--- config.mk ---
export PLATFORM = sky130hd
export DESIGN_NAME = sine_arch_pwm
export DESIGN_NICKNAME = d
export VERILOG_FILES = /design/src/rtl/sap_pkg.sv /design/src/rtl/sap_timebase.sv /design/src/rtl/sap_wave.sv /design/src/rtl/sap_gate.sv /design/src/rtl/sine_arch_pwm.sv
export SDC_FILE = /design/constraint.sdc
export NUM_CORES = 1
export LEC_CHECK = 0
export BUFFER_PORTS_ARGS = -buffer_cell sky130_fd_sc_hd__buf_2
export CAP_MARGIN = 25
export CORE_ASPECT_RATIO = 2
export CORE_MARGIN = 2
export CORE_UTILIZATION = 53
export CTS_CLUSTER_SIZE = 28
export DETAILED_ROUTE_END_ITERATION = 16
export PLACE_DENSITY = 0.72
export SETUP_SLACK_MARGIN = 0.02
export SLEW_MARGIN = 5
export SYNTH_ARGS = -nofsm -noshare
export SYNTH_HDL_FRONTEND = slang
export SYNTH_SLANG_ARGS = --single-unit
--- constraint.sdc ---
create_clock -name clk -period 6.5 [get_ports clk]
set_input_delay 1.625 -clock clk [delete_from_list [all_inputs] [get_ports clk]]
set_output_delay 1.625 -clock clk [all_outputs]
set_load 0.01 [all_outputs]
--- src/rtl/sap_pkg.sv ---
package sap_pkg;

   // Integer sine-arch approximation 4*full*k*(n-k)/n^2, k in [0,n]
   function automatic longint arch_pt(longint k, longint n, longint full);
      return (4 * full * k * (n - k)) / (n * n);
   endfunction

   // Symmetric ramp: full at k=0, zero at k=n/2
   function automatic longint ramp_pt(longint k, longint n, longint full);
      longint m;
      m = (k < n - k) ? k : n - k;
      return full - (2 * full * m) / n;
   endfunction

endpackage

--- src/rtl/sap_timebase.sv ---
module sap_timebase #(
   parameter int RW   = 8,
   parameter int MF_W = 6,
   parameter int DIV  = 16
) (
   input  logic            clk,
   input  logic            rst,
   input  logic            en,
   input  logic [MF_W-1:0] mf,
   output logic            step_o,
   output logic [RW-1:0]   idx_o,
   output logic [RW-1:0]   acc_o,
   output logic [MF_W-1:0] rep_o,
   output logic            last_o
);
   localparam int CW = (DIV > 1) ? $clog2(DIV) : 1;

   logic [RW:0] sum;

   if (DIV == 1) begin : g_nodiv
      assign step_o = en;
   end else begin : g_div
      logic [CW-1:0] cnt;
      always_ff @(posedge clk) begin
         if (rst || !en)                cnt <= '0;
         else if (cnt == CW'(DIV - 1))  cnt <= '0;
         else                           cnt <= cnt + 1'b1;
      end
      assign step_o = en && (cnt == CW'(DIV - 1));
   end

   assign sum    = {1'b0, acc_o} + (RW + 1)'(mf);
   assign last_o = step_o && (&idx_o);

   always_ff @(posedge clk) begin
      if (rst || !en) begin
         idx_o <= '0;
         acc_o <= '0;
         rep_o <= '0;
      end else if (step_o) begin
         idx_o <= idx_o + 1'b1;
         acc_o <= sum[RW-1:0];
         rep_o <= last_o ? '0 : rep_o + MF_W'(sum[RW]);
      end
   end
endmodule

--- src/rtl/sap_wave.sv ---
module sap_wave
   import sap_pkg::*;
#(
   parameter int DW = 8,
   parameter int RW = 8
) (
   input  logic [RW-1:0] idx,
   input  logic [RW-1:0] acc,
   input  logic [DW-1:0] ma,
   input  logic          tri_sel,
   output logic          pulse_o,
   output logic          neg_o,
   output logic [DW-1:0] car_o
);
   localparam int PTS  = 1 << RW;
   localparam int HALF = PTS / 2;
   localparam int FULL = (1 << DW) - 1;

   logic [DW-1:0]   ref_tab [HALF];
   logic [DW-1:0]   inv_tab [PTS];
   logic [DW-1:0]   tri_tab [PTS];
   logic [DW-1:0]   mag, scaled;
   logic [2*DW-1:0] prod;

   for (genvar g = 0; g < HALF; g++) begin : g_ref
      assign ref_tab[g] = DW'(arch_pt(g, HALF, FULL));
   end

   for (genvar g = 0; g < PTS; g++) begin : g_car
      assign inv_tab[g] = DW'(FULL - arch_pt(g, PTS, FULL));
      assign tri_tab[g] = DW'(ramp_pt(g, PTS, FULL));
   end

   assign neg_o  = idx[RW-1];
   assign mag    = ref_tab[idx[RW-2:0]];
   assign prod   = {{DW{1'b0}}, mag} * {{DW{1'b0}}, ma};
   assign scaled = prod[2*DW-1] ? DW'(FULL) : prod[2*DW-2:DW-1];
   assign car_o  = tri_sel ? tri_tab[acc] : inv_tab[acc];
   assign pulse_o = scaled > car_o;
endmodule

--- src/rtl/sap_gate.sv ---
module sap_gate (
   input  logic       clk,
   input  logic       rst,
   input  logic       en,
   input  logic       pulse,
   input  logic       neg,
   output logic [3:0] gate_o,
   output logic       neg_o
);
   always_ff @(posedge clk) begin
      if (rst || !en) begin
         gate_o <= '0;
         neg_o  <= 1'b0;
      end else begin
         gate_o <= neg ? {pulse, pulse, 2'b00} : {2'b00, pulse, pulse};
         neg_o  <= neg;
      end
   end
endmodule

--- src/rtl/sine_arch_pwm.sv ---
module sine_arch_pwm #(
   parameter int DW      = 8,
   parameter int REF_PTS = 256,
   parameter int MF_W    = 6,
   parameter int DIV     = 16
) (
   input  logic            clk,
   input  logic            rst,
   input  logic            en_i,
   input  logic [DW-1:0]   ma_i,
   input  logic [MF_W-1:0] mf_i,
   input  logic            tri_sel_i,
   output logic [3:0]      gate_o,
   output logic            neg_half_o
);
   localparam int RW = $clog2(REF_PTS);

   if (REF_PTS < 8 || (REF_PTS & (REF_PTS - 1)) != 0) begin : g_bad_pts
      $error("REF_PTS must be a power of two of at least 8");
   end
   if (MF_W < 1 || MF_W > RW) begin : g_bad_mf
      $error("MF_W must lie between 1 and log2(REF_PTS)");
   end
   if (DW < 2 || DW > 16) begin : g_bad_dw
      $error("DW must lie between 2 and 16");
   end
   if (DIV < 1) begin : g_bad_div
      $error("DIV must be at least 1");
   end

   logic [DW-1:0]   ma_q, car_w;
   logic [MF_W-1:0] mf_q, rep_w;
   logic            tri_q, step_w, last_w, pulse_w, neg_w;
   logic [RW-1:0]   idx_w, acc_w;

   // settings follow the inputs while idle, else only at a period boundary
   always_ff @(posedge clk) begin
      if (rst) begin
         ma_q  <= '0;
         mf_q  <= '0;
         tri_q <= 1'b0;
      end else if (!en_i || last_w) begin
         ma_q  <= ma_i;
         mf_q  <= mf_i;
         tri_q <= tri_sel_i;
      end
   end

   sap_timebase #(.RW(RW), .MF_W(MF_W), .DIV(DIV)) u_tb (
      .clk(clk), .rst(rst), .en(en_i), .mf(mf_q),
      .step_o(step_w), .idx_o(idx_w), .acc_o(acc_w),
      .rep_o(rep_w), .last_o(last_w)
   );

   sap_wave #(.DW(DW), .RW(RW)) u_wave (
      .idx(idx_w), .acc(acc_w), .ma(ma_q), .tri_sel(tri_q),
      .pulse_o(pulse_w), .neg_o(neg_w), .car_o(car_w)
   );

   sap_gate u_gate (
      .clk(clk), .rst(rst), .en(en_i), .pulse(pulse_w), .neg(neg_w),
      .gate_o(gate_o), .neg_o(neg_half_o)
   );
endmodule

## Word-level counts from Yosys, hierarchy flattened

Memory sizes are Yosys's and may differ from the RTL's.
Cells that the tools add are included.

- $mul: 1
- $lt $le $gt $ge: 3
- Reduce and logical (&&, ||, !) cells: 9
- Muxes and demuxes: 8
- Equality and inequality tests: 1
- Add/subtract/negate cells: 3
- Bitwise operators: 3

Operators with widths:

| kind | number |
|---|---|
| $mux W8 | 8 |
| $mul A8 B8 Y16 | 1 |
| $ge A9 B9 Y1 const B | 1 |
| $not A8 Y9 | 1 |
| $add A8 B1 Y8 const B | 1 |
| $add A8 B6 Y8 | 1 |
| $ge A8 B8 Y1 const B | 1 |
| $gt A8 B8 Y1 | 1 |
| $not A7 Y8 | 1 |
| $reduce_and A8 Y1 | 1 |
| $reduce_or A2 Y1 | 3 |
| $add A4 B1 Y4 const B | 1 |
| $eq A4 B4 Y1 const B | 1 |
| $logic_and A1 B1 Y1 | 2 |
| $logic_or A1 B1 Y1 | 2 |
| $logic_not A1 Y1 | 1 |
| $not A1 Y1 | 1 |

- Memories kept: 3
- Output and inout port bits: 5
- Register bits after elaboration: 38
- Input port bits: 18
- ROM bits: 5120

Memory list:

| memory | depth | bits a word | rd ports | clocked after Yosys merged registers in | wr ports | RTL line | source |
|---|---|---|---|---|---|---|---|
| (no name shown) | 256 | 8 | 1 | 0 | 0 | sap_wave.sv:38 | `assign car_o = tri_sel ? tri_tab[acc] : inv_tab[acc];` |
| (no name shown) | 256 | 8 | 1 | 0 | 0 | sap_wave.sv:38 |  |
| (no name shown) | 128 | 8 | 1 | 0 | 0 | sap_wave.sv:35 | `assign mag = ref_tab[idx[RW-2:0]];` |

## Logic depth before layout (Yosys ltp)

- Depth in word-level cells: 7
- Depth in mapped cells: 38

## Hierarchy

From an unflattened synthesis, not the netlist that was laid out.

- Cells, all modules: 1075
- Area, all modules: 7970.1 µm²

Modules (own cells, without submodules):

| module | area each (µm²) | cells each | sequential area each (µm²) | times used |
|---|---|---|---|---|
| sap_wave | 5828.1 | 853 | 0.0 | 1 |
| sap_timebase | 1308.8 | 147 | 520.5 | 1 |
| sine_arch_pwm | 725.7 | 67 | 300.3 | 1 |
| sap_gate | 107.6 | 8 | 60.1 | 1 |

## Worst setup path before layout

OpenSTA, ideal clock, no wires.

- Path type: register to register
- Start point: register u_tb.idx_o[1]
- End point: register, netlist name u_gate.gate_o[0]
- Path slack: -614 ps
- Cell stages (with the launch flop): 36
- Arrival time: 6998 ps
- Setup time: 116 ps
- Required time: 6384 ps
- Period minus slack after synthesis: 7114 ps
- Cells stage by stage: dfxtp_1 inv_1 ha_1 clkbuf_1 nand2_1 o2111a_1 a31oi_1 o21ai_0 o21ai_0 nor2b_1 fa_1 inv_1 fa_1 inv_1 fa_1 inv_1 fa_1 inv_1 ha_1 a21oi_1 nand2_1 a31o_4 a21oi_2 or3_1 buf_4 nand3_1 ha_1 nor2b_1 o21a_1 o21ai_0 nand2b_1 a21oi_1 nor2_1 a211oi_1 a21oi_1 and3_1

- Word-level cells in the longest chain between the ends: 7

RTL lines:

| item | RTL line | source |
|---|---|---|
| from (decl) | sap_timebase.sv:11 | `output logic [RW-1:0] idx_o,` |
| from (signal assigned) | sap_timebase.sv:41 | `idx_o <= idx_o + 1'b1;` |
| $not A7 Y8 (implied by the code) | sap_wave.sv:35 |  |
| $mem_v2 Z128 W8 | -- |  |
| $mux W8 (implied by the code) (2 in a row) | sap_wave.sv:35 |  |
| $mul A8 B8 Y16 | sap_wave.sv:36 | `assign prod = {{DW{1'b0}}, mag} * {{DW{1'b0}}, ma};` |
| $mux W8 | sap_wave.sv:37 | `assign scaled = prod[2*DW-1] ? DW'(FULL) : prod[2*DW-2:DW-1];` |
| $gt A8 B8 Y1 | sap_wave.sv:39 | `assign pulse_o = scaled > car_o;` |

No other way between the ends. The select of a mux whose other input is x is not followed.
A chain may end at the register's enable or synchronous reset.

## Final worst setup path

- Start point: register u_tb.idx_o[1]
- End point: register, netlist name u_gate.gate_o[0]

- Word-level cells in the longest chain between the ends: 7

RTL lines:

| item | RTL line |
|---|---|
| $not A7 Y8 (implied by the code) | sap_wave.sv:35 |
| $mem_v2 Z128 W8 | -- |
| $mux W8 (implied by the code) (2 in a row) | sap_wave.sv:35 |
| $mul A8 B8 Y16 | sap_wave.sv:36 |
| $mux W8 | sap_wave.sv:37 |
| $gt A8 B8 Y1 | sap_wave.sv:39 |

No other way between the ends. The select of a mux whose other input is x is not followed.

==> metrics.yaml <==
start_util_pct: 53.9
drc_errors: 0
worst_ep_arrival_time_ps: 6950
yosys.area.top_type: "ha_1"
cts_max_level: 2
instances_no_fill: 1240
power_density_nw_per_um2: 63.6
crit_fanout: 6
clockBufferDepth: 2
grt_max_degree: 76
holdPathEnd: "u_tb.g_div.cnt[0]$_SDFF_PP0_"
syn_area_um2: 7200
cts_tree: "yes"
syn_inst: 1006
first_pass_iters: 6
netlist.area_leader.share_pct: 11.5
ios: 23
yosys.cell_types.count: 79
slew_headroom_pct: 42.9
skew_ps: 5.28
use_met2_pct: 61.3
fillers: 1150
p_int_mw: 0.421
clock_sinks: 38
seq_power_share_pct: 44.6
cp-start-kind: "flip-flop"
avgSynthCellArea_um2: 7.16
synth_seq_cells: 38
finalCritPeriodShare_pct: 103
grt_pass1_wl_um: 39200
routed_via_density: 6.39
cp-end-kind: "flip-flop"
hold_buffers: 0
grt_util_met3_pct: 3.90
hold_start: "u_tb.g_div.cnt[0]$_SDFF_PP0_"
crit_type: "flip-flop to flip-flop"
clock_latency_ps: 300
async_flop_share_pct: 0
num_vias: 7928
worst-r2r-setup-slack_ps: -200
synthMuxAreaShare_pct: 5.06
crit_path_top_delay_cell: "fa_1"
placedCellCount: 1217
postRouteAntennaNets: 0
synthSimpleGateAreaFrac_pct: 24.0
pwr-share-comb_pct: 6.5
synthFlopType: "dfxtp_1"
rsz0062_at_grt: "true"
gp_congestion: 1.03
rows: 60
clk_pin_slew_ps: 60
synth_top_family_by_area: "compound AO/OA/AOI/OAI gates"
layout-drive-gt1-share_pct: 23.3
regArea_um2: 777
final-setup-viol-count: 2
wl_per_cell_um: 19.5
yosys.area_share.xor_xnor_pct: 2.55
power.switching_mw: 0.136
required_ps: 6740
hold_class: "flip-flop to flip-flop"
path_common_cell: "fa_1"
dieHeight_um: 169
core_area_um2: 13400
run_status: "finished with violations"
holdWs_ps: 482
root_buffer: "clkbuf_16"
max_stage_delay_ps: 560
dr.first_iter.drc_count: 497
clock_power_share_pct: 49.0
r2r_start: "u_tb.idx_o[1]$_SDFFE_PP0P_"
synth_compound_area_share_pct: 27.7
cap_violations: 0
p_sw_share_pct: 24.4
yosysSeqAreaShare_pct: 10.6
multi_input_area_um2: 6190
finalMaxSlewViolations: 0
finalNetCount: 1204
yosysWarningCount: 0
cts-buffers-inserted: 5
timing.rr.end: "u_gate.gate_o[0]$_SDFF_PP0_"
synth_fa_ha_area_share_pct: 21.6
fin_ws_ps: -203
ff2ff_path_depth: 34
p_leak_nw: 3.74
antenna_found_initial: 0
grt.met1_usage_pct: 33.4
grt.overflow.total: 0
busiest_layer: "met2"
hold_depth: 1
peakVddDrop_uv: 115
synth.top_cells.by_area: "ha_1, dfxtp_1, fa_1"
synth-edff-count: 0
syn2layout_area_growth_pct: 21.7
max_freq_ghz: 0.149
min_period_ps: 6700
die_w_um: 86.4
final_hold_viol_count: 0
dp_hpwl_um: 18400
wl_um: 24100
syn_nets: 1126
numPortBuffers: 22
violations: "negative setup slack"
worst_slew_pin_slew_ps: 855
grt_pass1_vias: 7903
diodes: 0
dieArea_um2: 14600
grt_use_total_pct: 33.9
==> power groups by stage <==
stage | logic [mW] | registers (mW) | clock network (mW)
6_report | 0.0362 | 0.249 | 0.273
3_3_place_gp | 0.0335 | 0.253 | 0
4_1_cts | 0.0353 | 0.248 | 0.276
5_1_grt | 0.0398 | 0.250 | 0.284
2_1_floorplan | 0.0252 | 0.248 | 0
3_5_place_dp | 0.0349 | 0.253 | 0
==> how the worst max path moves through the flow <==
stage / start / endpoint / slack (ps) / cells past startpoint
floorplan: u_tb.idx_o[2]$_SDFFE_PP0P_ / u_gate.gate_o[0]$_SDFF_PP0_ / 20 / 32
global placement: u_tb.idx_o[0]$_SDFFE_PP0P_ / u_gate.gate_o[0]$_SDFF_PP0_ / -550 / 32
detailed placement: u_tb.idx_o[1]$_SDFFE_PP0P_ / u_gate.gate_o[0]$_SDFF_PP0_ / -630 / 33
CTS: u_tb.idx_o[1]$_SDFFE_PP0P_ / u_gate.gate_o[0]$_SDFF_PP0_ / -180 / 33
global route: u_tb.idx_o[1]$_SDFFE_PP0P_ / u_gate.gate_o[0]$_SDFF_PP0_ / -420 / 35
finish: u_tb.idx_o[1]$_SDFFE_PP0P_ / u_gate.gate_o[0]$_SDFF_PP0_ / -200 / 34
==> per-stage QoR <==
stage               power [mW]  instance area, um2  setup WS, ps  TNS [ps]  util [%]
finish                   0.558                8760          -203      -379      65.6
global route             0.574                8760          -415      -796      65.6
CTS                      0.560                8550          -181      -348      64.0
detailed placement       0.288                8150          -632     -1210      61.0
global placement         0.287                8130          -547     -1050      60.9
floorplan                0.274                7300          22.3         0         -
==> repair_timing <==
item                       in CTS  in global routing
setup endpoints to repair       2                  2
setup buffers                   9                  5
pin swaps                      14                 27
gates resized for setup        48                 32
==> sequential cells by signal, indices dropped and copies added, names as in the netlist <==
signal and count:
mf_q 6, u_gate.gate_o 2, u_gate.neg_o 1, ma_q 8, u_tb.acc_o 8, tri_q 1, u_tb.idx_o 8, u_tb.g_div.cnt 4
==> Yosys cell counts, types with 16 or more instances <==
cell type,number
nand2_1,85
a211oi_1,20
and2_1,30
o211ai_1,16
nand3_1,23
clkbuf_1,52
dfxtp_1,38
mux2i_1,24
nor3_1,22
a21oi_1,87
inv_1,64
o21ai_0,69
a31oi_1,28
fa_1,36
nor2b_1,36
nor2_1,109
ha_1,66
==> layer usage <==
metal | vias up | part of all wire [%]
li1 | 3740 | -
met3 | 148 | 4.7
met5 | - | 0
met1 | 3702 | 33
met4 | 0 | 9.2
met2 | 338 | 53
==> cells in the final DEF (no fill, tap or decap), types with 9 or more instances in the layout <==
cell type / count
ha_1: 55
o21ai_0: 61
a211oi_1: 17
fa_1: 34
mux2i_1: 24
a21o_1: 9
inv_1: 54
nor2_1: 108
and2_1: 25
dfxtp_1: 31
nand2_1: 85
nor2b_1: 31
nand2b_1: 12
a21oi_1: 78
nand3_1: 21
o211ai_1: 16
buf_2: 22
a21oi_2: 9
a31oi_1: 27
xnor2_1: 14
nor3_1: 21
buf_4: 118
==> worst max-delay path, delay by kind of cell, from the launching register on <==
| kind | cells | cell delay (ps) |
|---|---|---|
| buffers and inverters | 7 | 740 |
| AND/OR/NAND/NOR | 9 | 1310 |
| AO/OA/AOI/OAI | 11 | 1540 |
| flip-flops | 1 | 370 |
| adder cells (fa/ha/maj) | 7 | 2680 |
==> area by class of cell <==
| class | instances | share of cell area, % |
|---|---|---|
| Multi-Input combinational cell | 821 | 70.6 |
| Sequential cell | 38 | 8.87 |
| Clock inverter | 2 | 0.171 |
| Clock buffer | 6 | 1.71 |
| Inverter | 66 | 3.01 |
| Tap cell | 155 | 2.21 |
| Timing Repair Buffer | 152 | 13.4 |
==> logic make-up (layout without fill, tap and decap cells) <==
family	after synthesis	after routing
AOI/OAI and AO/OA	310	310
xor gates and xnor gates	21	21
adders and majority gates	103	103
buffers and inverters	147	226
DFF	38	38
muxes	30	30
and+or+nand+nor	357	357
(Power assumes the default switching activity.)
